File: config.mk
export PLATFORM = sky130hd
export DESIGN_NAME = clkpol_ctrl
export DESIGN_NICKNAME = d
export VERILOG_FILES = /design/src/rtl/clkpol_pkg.sv /design/src/rtl/clkpol_access.sv /design/src/rtl/clkpol_engine.sv /design/src/rtl/clkpol_maskbank.sv /design/src/rtl/clkpol_outsel.sv /design/src/rtl/clkpol_ctrl.sv
export SDC_FILE = /design/constraint.sdc
export NUM_CORES = 1
export LEC_CHECK = 0
export CAP_MARGIN = 20
export CORE_MARGIN = 3
export CORE_UTILIZATION = 30
export DETAILED_ROUTE_END_ITERATION = 16
export PLACE_DENSITY_LB_ADDON = 0.3
export SYNTH_ARGS = -nofsm -noshare
export SYNTH_HDL_FRONTEND = slang
export SYNTH_SLANG_ARGS = --single-unit
File: constraint.sdc
create_clock -name clk -period 2.7 [get_ports clk]
set_clock_uncertainty 0.1 [all_clocks]
set_input_delay 0.54 -clock clk [delete_from_list [all_inputs] [get_ports clk]]
set_output_delay 0.54 -clock clk [all_outputs]
set_load 0.02 [all_outputs]
File: src/rtl/clkpol_pkg.sv
package clkpol_pkg;
    localparam logic [31:0] ACCESS_KEY_DEF = 32'hA5A5_0001;
    // register word indices (byte address = 4 * word)
    localparam int W_ACCESS = 0;
    localparam int W_HALT   = 1;
    localparam int W_CTRL   = 2;
    localparam int W_ERR    = 3;
    localparam int W_MASK0  = 4;
    // start-command bits
    localparam int B_GO     = 0;
    localparam int B_MODE_A = 1;
    localparam int B_MODE_B = 2;

    typedef struct packed {
        logic run;
        logic err;
    } eng_state_t;
endpackage

File: src/rtl/clkpol_access.sv
module clkpol_access #(
    parameter int          DATA_W = 32,
    parameter logic [31:0] KEY    = clkpol_pkg::ACCESS_KEY_DEF
) (
    input  logic              clk,
    input  logic              rst_n,
    input  logic              key_wr_i,
    input  logic [DATA_W-1:0] wdata_i,
    output logic              unlocked_o
);
    typedef struct packed {
        logic unlocked;
    } acc_state_t;

    acc_state_t st_d, st_q;

    always_comb begin
        st_d = st_q;
        if (key_wr_i) begin
            st_d.unlocked = (wdata_i == KEY[DATA_W-1:0]);
        end
    end

    always_ff @(posedge clk or negedge rst_n) begin
        if (!rst_n) begin
            st_q <= '0;
        end else begin
            st_q <= st_d;
        end
    end

    assign unlocked_o = st_q.unlocked;
endmodule

File: src/rtl/clkpol_engine.sv
module clkpol_engine (
    input  logic       clk,
    input  logic       rst_n,
    input  logic       halt_wr_i,
    input  logic       ctrl_wr_i,
    input  logic [2:0] ctrl_bits_i,
    input  logic       mask_try_i,
    input  logic       err_clr_i,
    output logic       run_o,
    output logic       err_o
);
    import clkpol_pkg::*;

    eng_state_t st_d, st_q;
    logic       restart_ok;

    assign restart_ok = ctrl_wr_i && ctrl_bits_i[B_GO]
                        && (ctrl_bits_i[B_MODE_A] || ctrl_bits_i[B_MODE_B]);

    always_comb begin
        st_d = st_q;
        if (halt_wr_i) begin
            st_d.run = 1'b0;
        end else if (restart_ok && !st_q.run) begin
            st_d.run = 1'b1;
        end
        if (mask_try_i && st_q.run) begin
            st_d.err = 1'b1;
        end else if (err_clr_i) begin
            st_d.err = 1'b0;
        end
    end

    always_ff @(posedge clk or negedge rst_n) begin
        if (!rst_n) begin
            st_q <= '{run: 1'b1, err: 1'b0};
        end else begin
            st_q <= st_d;
        end
    end

    assign run_o = st_q.run;
    assign err_o = st_q.err;
endmodule

File: src/rtl/clkpol_maskbank.sv
module clkpol_maskbank #(
    parameter int NPOL = 4,
    parameter int NCLK = 32,
    localparam int PW  = (NPOL > 1) ? $clog2(NPOL) : 1
) (
    input  logic                      clk,
    input  logic                      rst_n,
    input  logic                      wr_i,
    input  logic [PW-1:0]             sel_i,
    input  logic [NCLK-1:0]           wdata_i,
    input  logic                      run_i,
    output logic [NPOL-1:0][NCLK-1:0] masks_o
);
    for (genvar p = 0; p < NPOL; p++) begin : g_pol
        typedef struct packed {
            logic [NCLK-1:0] bits;
        } ent_t;

        ent_t ent_d, ent_q;

        always_comb begin
            ent_d = ent_q;
            if (wr_i && !run_i && (sel_i == PW'(p))) begin
                ent_d.bits = wdata_i;
            end
        end

        always_ff @(posedge clk or negedge rst_n) begin
            if (!rst_n) begin
                ent_q <= '{bits: '1};
            end else begin
                ent_q <= ent_d;
            end
        end

        assign masks_o[p] = ent_q.bits;
    end
endmodule

File: src/rtl/clkpol_outsel.sv
module clkpol_outsel #(
    parameter int NPOL = 4,
    parameter int NCLK = 32,
    localparam int PW  = (NPOL > 1) ? $clog2(NPOL) : 1
) (
    input  logic                      clk,
    input  logic                      rst_n,
    input  logic                      run_i,
    input  logic [PW-1:0]             policy_i,
    input  logic [NPOL-1:0][NCLK-1:0] masks_i,
    output logic [NCLK-1:0]           en_o
);
    typedef struct packed {
        logic [NCLK-1:0] en;
    } out_state_t;

    out_state_t st_d, st_q;

    always_comb begin
        st_d = st_q;
        if (run_i) begin
            st_d.en = masks_i[policy_i];
        end
    end

    always_ff @(posedge clk or negedge rst_n) begin
        if (!rst_n) begin
            st_q <= '{en: '1};
        end else begin
            st_q <= st_d;
        end
    end

    assign en_o = st_q.en;
endmodule

File: src/rtl/clkpol_ctrl.sv
// NPOL must be a power of two; the masks occupy an NPOL-aligned block of words.
module clkpol_ctrl #(
    parameter int          ADDR_W = 8,
    parameter int          NPOL   = 4,
    parameter int          NCLK   = 32,
    parameter logic [31:0] KEY    = clkpol_pkg::ACCESS_KEY_DEF,
    localparam int         PW     = (NPOL > 1) ? $clog2(NPOL) : 1
) (
    input  logic              clk,
    input  logic              rst_n,
    input  logic [ADDR_W-1:0] addr_i,
    input  logic [31:0]       wdata_i,
    input  logic              wr_i,
    output logic [31:0]       rdata_o,
    input  logic [PW-1:0]     policy_i,
    output logic [NCLK-1:0]   clk_en_o
);
    import clkpol_pkg::*;

    localparam int DATA_W   = 32;
    localparam int WORD_W   = ADDR_W - 2;
    localparam int MASK_BLK = (W_MASK0 + NPOL - 1) / NPOL;

    logic [WORD_W-1:0]          word;
    logic                       aligned;
    logic                       hit_access, hit_halt, hit_ctrl, hit_err, hit_mask;
    logic                       wr_ok;
    logic                       unlocked_w, run_w, err_w;
    logic [NPOL-1:0][NCLK-1:0]  masks_w;
    logic [PW-1:0]              mask_sel;

    assign word       = addr_i[ADDR_W-1:2];
    assign aligned    = (addr_i[1:0] == 2'b00);
    assign hit_access = aligned && (word == WORD_W'(W_ACCESS));
    assign hit_halt   = aligned && (word == WORD_W'(W_HALT));
    assign hit_ctrl   = aligned && (word == WORD_W'(W_CTRL));
    assign hit_err    = aligned && (word == WORD_W'(W_ERR));
    assign hit_mask   = aligned && (word[WORD_W-1:PW] == (WORD_W-PW)'(MASK_BLK));
    assign mask_sel   = word[PW-1:0];
    assign wr_ok      = wr_i && unlocked_w;

    clkpol_access #(.DATA_W(DATA_W), .KEY(KEY)) u_access (
        .clk        (clk),
        .rst_n      (rst_n),
        .key_wr_i   (wr_i && hit_access),
        .wdata_i    (wdata_i),
        .unlocked_o (unlocked_w)
    );

    clkpol_engine u_engine (
        .clk         (clk),
        .rst_n       (rst_n),
        .halt_wr_i   (wr_ok && hit_halt && wdata_i[0]),
        .ctrl_wr_i   (wr_ok && hit_ctrl),
        .ctrl_bits_i (wdata_i[2:0]),
        .mask_try_i  (wr_ok && hit_mask),
        .err_clr_i   (wr_ok && hit_err && wdata_i[0]),
        .run_o       (run_w),
        .err_o       (err_w)
    );

    clkpol_maskbank #(.NPOL(NPOL), .NCLK(NCLK)) u_bank (
        .clk     (clk),
        .rst_n   (rst_n),
        .wr_i    (wr_ok && hit_mask),
        .sel_i   (mask_sel),
        .wdata_i (wdata_i[NCLK-1:0]),
        .run_i   (run_w),
        .masks_o (masks_w)
    );

    clkpol_outsel #(.NPOL(NPOL), .NCLK(NCLK)) u_out (
        .clk      (clk),
        .rst_n    (rst_n),
        .run_i    (run_w),
        .policy_i (policy_i),
        .masks_i  (masks_w),
        .en_o     (clk_en_o)
    );

    always_comb begin
        rdata_o = '0;
        if (hit_access) begin
            rdata_o[0] = unlocked_w;
        end else if (hit_halt) begin
            rdata_o[0] = !run_w;
        end else if (hit_err) begin
            rdata_o[0] = err_w;
        end else if (hit_mask) begin
            rdata_o[NCLK-1:0] = masks_w[mask_sel];
        end
    end
endmodule

==> run metrics, run 1 <==
Final Max Slew Viols 0; number of diodes 0; hpwl dp 15.2 mm; wire length on met1 about 9.4 mm; Routed Antenna Nets 0; prevailing post-synth register cell dfstp_2; Top Ports ~110; clk root buf clkbuf_16; Via-to-Cell Ratio 5.23; Lkg Pwr around 4.3 nW; Worst-Margin Slew about 0.58 ns; maximum vdd drop 0.389 mV; Initial Util 30.6%; Routed wire per std cell 22.1 um; total wire length 21.8 mm; setup violators final 0; Total GRT Usage 15.2%; Power per Cell Area 519 nW/um^2; Top Metal Used met5; Skew-Pair Late Insertion Delay 0.42 ns; PnR worst setup slack ~0.050 ns; initial antenna violation count 1; ys async rst share 100%; Worst slew margin 61.6%; Final period util between 90% and 100%; CP startpoint kind input port; met2 wire length 11.1 mm; layout cell share with drive strength beyond 1 77.4%; commonest non-fill, non-tap cell in the layout dfstp_2; sequential area share after synthesis between 50% and 60%; placed instance count 949; CP Capture Type primary output; Post-synth EDFFs 0; RSZ-0062 raised after global routing no; PortBufs around 110; TritonCTS clock tree built; grt total ovfl 0; CP Class in -> out; Mapped Area 8280 sq um; routed length on met3 between 1 and 1.5 mm; Cells after Synth 501; die area 29,600 sq um; flop and latch count out of synthesis 163; Pre-antenna DRT Iters 4; Util after Layout 38.7%; Post-Syn Nets 546; Hold Vio Cnt, Final 0; WP data required 2.06 ns; number of global-route vias before repair 5,668; CTS Sinks around 160; status completed; Setup TNS 0 ns; total power 5.43 mW; Site Rows 60; Final min period about 2.7 ns; first-pass GRT wire length ~34 mm; P&R area growth vs syn 26.4%; # nets final 674; Yosys warnings 0; Reg clk slew, reported paths roughly 0.070 ns; die width 172 um; Core Area 27,000 sq um; Num CTS Buffers 17; routability cong. 0.766; pin count of the biggest net entering global routing 61; Mapped Avg Cell Area ~17 sq um; achievable frequency 377 MHz; CTS HTree Levels 4; crit path max fanout 7; Worst Path Arrival 2.01 ns; commonest cells after routing, fill and taps aside dfstp_2 (161), mux2_2 (155), clkdlybuf4s50_1 (69); CTS Hold Bufs 0; Longest Clk Path Bufs 2; Post-Layout Cell Count between 900 and 1,000; DR DRC count 0; library cells used by synthesis 37; DR vias slightly above 5,000; starting DRC count in detailed routing 212; worst slack, placed -0.478 ns; Die Y 172 um; MaxCap Viol Count 0; hold crit path type in -> async
worst paths after layout:
| check | cells past startpoint | endpoint | slack [ns] | start |
|---|---|---|---|---|
| max in group asynchronous | 2 | u_bank.g_pol[2].ent_q[0] | 1.74 | rst_n |
| hold / removal | 1 | u_engine.err_o | 0.03 | rst_n |
| setup reg to reg | 4 | u_bank.g_pol[2].ent_q[21] | 0.65 | u_engine.run_o |
| min in group clk | 1 | u_engine.err_o | 0.40 | u_engine.err_o |
| setup / recovery | 6 | rdata_o[30] | 0.05 | addr_i[4] |
| hold reg to reg | 1 | u_engine.err_o | 0.40 | u_engine.err_o |
area by class of cell:
type / count / area [sq um]
clock buffers: 17 / 425
clock inverters: 15 / 164
fillers: 2513 / 16600
inverters: 1 / 3.75
multi-input cells: 298 / 3810
flip-flops and latches: 163 / 4280
well taps: 341 / 427
repair buffers: 148 / 1360
power by group:
group | internal, mW | switching [mW]
Combinational | 0.225 | 0.229
Clock | 1.32 | 1.09
Sequential | 2.54 | 0.0345
Total | 4.08 | 1.35
cells in the mapped netlist (2+ instances only):
library cell,instances,share of area (%)
buf_2,8,0.48
nor4_4,2,0.51
mux4_2,64,17
o2bb2ai_1,2,0.21
buf_4,3,0.27
clkbuf_1,21,0.95
nand4_1,4,0.30
nand2b_1,4,0.30
mux2_1,5,0.68
mux2_2,155,21
dfrtp_1,2,0.60
dfstp_2,161,51
nor4_1,4,0.30
nor4b_1,2,0.21
nor2_1,2,0.091
and3_1,32,2.4
buf_6,6,0.82
nor4bb_1,2,0.24
nand2_1,3,0.14
nand3_1,2,0.12
sequential cells by signal, summed over array words and instances, names as in the netlist:
name	count
u_engine.run_o	1
u_out.en_o	32
u_engine.err_o	1
u_bank.g_pol.ent_q	128
u_access.unlocked_o	1
through the flow:
stage	hold WS (ns)	instance area, sq um
3_5_place_dp	0.375	9980
3_3_place_gp	0.366	9980
4_1_cts	0.0176	10500
5_1_grt	0.0522	10500
6_report	0.0345	10500
2_1_floorplan	0.144	8280
worst max-delay path: stages:
cell and delay (ns):
clkdlybuf4s50_1 0.53, nor4b_4 0.24, buf_4 0.18, buf_4 0.16, and3_1 0.20, buf_4 0.15
what timing repair did:
action                                  4_1_cts  5_1_grt
resized for setup                           104       16
endpoints found under the setup margin       32       19
pin swaps                                     2        1
buffers inserted                              2        0
cell families after synthesis:
kind of cell	after synthesis	synth area share, %
compound gates	8	0.801
buf+inv	40	2.62
flops	163	51.7
mux	224	39.2
simple gates	66	5.67
layer usage:
| layer | vias to the layer above | global-route usage [%] |
|---|---|---|
| met4 | 2 | 3.26 |
| met1 | 2789 | 20.1 |
| li1 | 2210 | - |
| met3 | 13 | 3.32 |
| met2 | 123 | 25.8 |
| met5 | - | 0 |
Note: power is estimated with default switching activity, not from simulation.
==> run 2, diff against run 1 <==
Settings changed: GPL_ROUTABILITY_DRIVEN set to 0, PLACE_DENSITY set to 0.57, PLACE_DENSITY_LB_ADDON 0.3 to unset.
==> run 2 against run 1 <==
Sequential power is essentially flat. Wire length grew 1.3%. Global-route usage grew 0.14 points. Register-to-register slack lost 0.05 ns. Non-clock buffer count grew 3. Clock power is essentially flat. Via count shrank 0.49%. Critical path depth is the same. Worst setup slack gained 0.013 ns. Maximum frequency grew 0.48%. First-iteration DRC count grew 22%. Critical path type unchanged. Critical endpoint is now rdata_o[9]. Largest power group unchanged. Highest routed layer unchanged.
==> run metrics, run 2 (synthesized netlist as in run 1, its figures left out) <==
status completed; layout cell share with drive strength beyond 1 77.1% (-0.36 points); Final Max Slew Viols 0 (unchanged); worst reg2reg path depth 4 (unchanged); Hold Slack 0.382 ns (+0.348 ns); pin count of the biggest net entering global routing 68 (+11%); CP max stage cell clkdlybuf4s50_1; commonest cells after routing, fill and taps aside dfstp_2 (161), mux2_2 (155), clkdlybuf4s50_1 (68); Reg clk slew, reported paths 0.07 ns (about the same); setup violators final 0 (unchanged); Top Ports 109 (unchanged); Die Y 172 um (unchanged); number of diodes 0 (unchanged); crit path max fanout 23 (+16); placed instance count 947 (-0.21%); total wire length 22.0 mm (+1.3%); DR vias 5,112 (-0.49%); Num CTS Buffers 17 (unchanged); slowest stage delay, CP 0.49 ns (-0.04 ns); die width 172 um (unchanged); Routed Antenna Nets 0 (unchanged); CTS Sinks 163 (unchanged); Worst-Margin Slew 0.640 ns (+0.0643 ns); CP startpoint kind input port; Core Area 27,000 sq um (unchanged); initial antenna violation count 1 (unchanged); area of the multi-input gates 3810 sq um (+0.13%); hold crit path type in -> async; commonest non-fill, non-tap cell in the layout dfstp_2; MaxCap Viol Count 0 (unchanged); routed length on met3 1.07 mm (-1.1%); Longest Clk Path Bufs 2 (unchanged); hpwl dp 15.1 mm (-0.41%); Pre-antenna DRT Iters 6 (+2); Most flops, register u_bank.g_pol.ent_q; Site Rows 60 (unchanged); first-pass GRT wire length 34.0 mm (about the same); Routed wire per std cell 22.3 um (+0.98%); Hold Vio Cnt, Final 0 (unchanged); # nets final 677 (+0.45%); Post-Layout Cell Count 986 (+0.31%); TritonCTS clock tree built; Via-to-Cell Ratio 5.18 (-0.79%); wire length on met1 9.59 mm (+2.1%); Total GRT Usage 15.3% (+0.14 points); PortBufs 108 (unchanged); CP Capture Type primary output; Skew-Pair Late Insertion Delay 0.42 ns (about the same); WP data required 2.06 ns (about the same); Worst slew margin 57.3% (-4.3 points); maximum vdd drop 0.381 mV (-2.0%); P&R area growth vs syn 28.0%; number of global-route vias before repair 5,601 (-1.2%); die area 29,600 sq um (unchanged); Reg2Reg Setup Slack 0.60 ns (-0.05 ns); achievable frequency 379 MHz (+0.48%); grt total ovfl 0 (unchanged); starting DRC count in detailed routing 258 (+22%); Worst Path Arrival 2.00 ns (about the same); RSZ-0062 raised after global routing no; worst r2r src u_engine.run_o; FF/Latch Area 4280 sq um (unchanged); Final min period 2.64 ns (-0.0126 ns); max reg flops 128 (unchanged); Final period util 97.7% (-0.47 points); CTS Hold Bufs 0 (unchanged); critical path, cell by cell clkdlybuf4s50_1 > nor4b_4 > buf_4 > buf_12 > and3_1 > clkdlybuf4s15_2; Top Metal Used met5; CP Class in -> out; Initial Util 30.6% (unchanged); met2 wire length 11.1 mm (-0.15%); CTS HTree Levels 4 (unchanged); Power per Cell Area 515 nW/um^2 (-0.69%); worst r2r dst u_bank.g_pol[0].ent_q[8]; clk root buf clkbuf_16; Fillers 2,503 (-0.40%); Lkg Pwr 4.31 nW (about the same); DR DRC count 0 (unchanged)
## run 2: repair_timing
action                                 CTS  global route
buffers inserted                         6             1
resized for setup                      112             9
endpoints found under the hold margin    0             0
setup endpoints to repair               32            23
pin swaps                                3             2
## run 2: cell type report
cell class              instances  area share, %
clock inverters                10           1.17
clock buffers                  22           4.38
inverters                       1         0.0354
repair buffers                151           14.0
well taps                     341           4.03
flip-flops and latches        163           40.4
multi-input cells             298           36.0
## run 2: how the worst max path moves through the flow
stage               from           to  slack, ns
6_report       addr_i[4]   rdata_o[9]       0.06
3_3_place_gp   addr_i[5]  rdata_o[12]      -0.35
5_1_grt        addr_i[4]   rdata_o[9]      0.001
2_1_floorplan  addr_i[2]   rdata_o[0]       0.20
4_1_cts        addr_i[7]   rdata_o[3]       0.01
3_5_place_dp   addr_i[5]  rdata_o[12]      -0.40
## run 2: metrics by stage
step / cell area, sq um / util, % / TNS (ns) / setup WS, ns / total power [mW]
after CTS: 10600 / 39.3 / 0 / 0.0127 / 5.54
after detailed placement: 9980 / 36.9 / -28.41 / -0.398 / 3.07
after floorplan: 8280 / - / 0 / 0.198 / 2.79
after global placement: 9980 / 36.9 / -25.55 / -0.351 / 3.05
after global routing: 10600 / 39.2 / 0 / 0.00108 / 5.67
final: 10600 / 39.2 / 0 / 0.0625 / 5.46
## run 2: worst max-delay path: cells and delay by family
family | cells | cell delay, ns
and+or+nand+nor | 2 | 0.39
buffers and inverters | 4 | 1.07
## run 2: report_power, final
part	internal (mW)	leakage [nW]	total, mW	switching [mW]
Clock	1.42	0.282	2.42	0.999
Combinational	0.229	2.34	0.463	0.234
Sequential	2.54	1.68	2.57	0.0344
## run 2: routing by layer
layer | GRT usage, % | vias up
met1 | 20.1 | 2755
met4 | 3.96 | 2
li1 | - | 2216
met3 | 3.68 | 18
met5 | 0 | -
met2 | 25.7 | 121
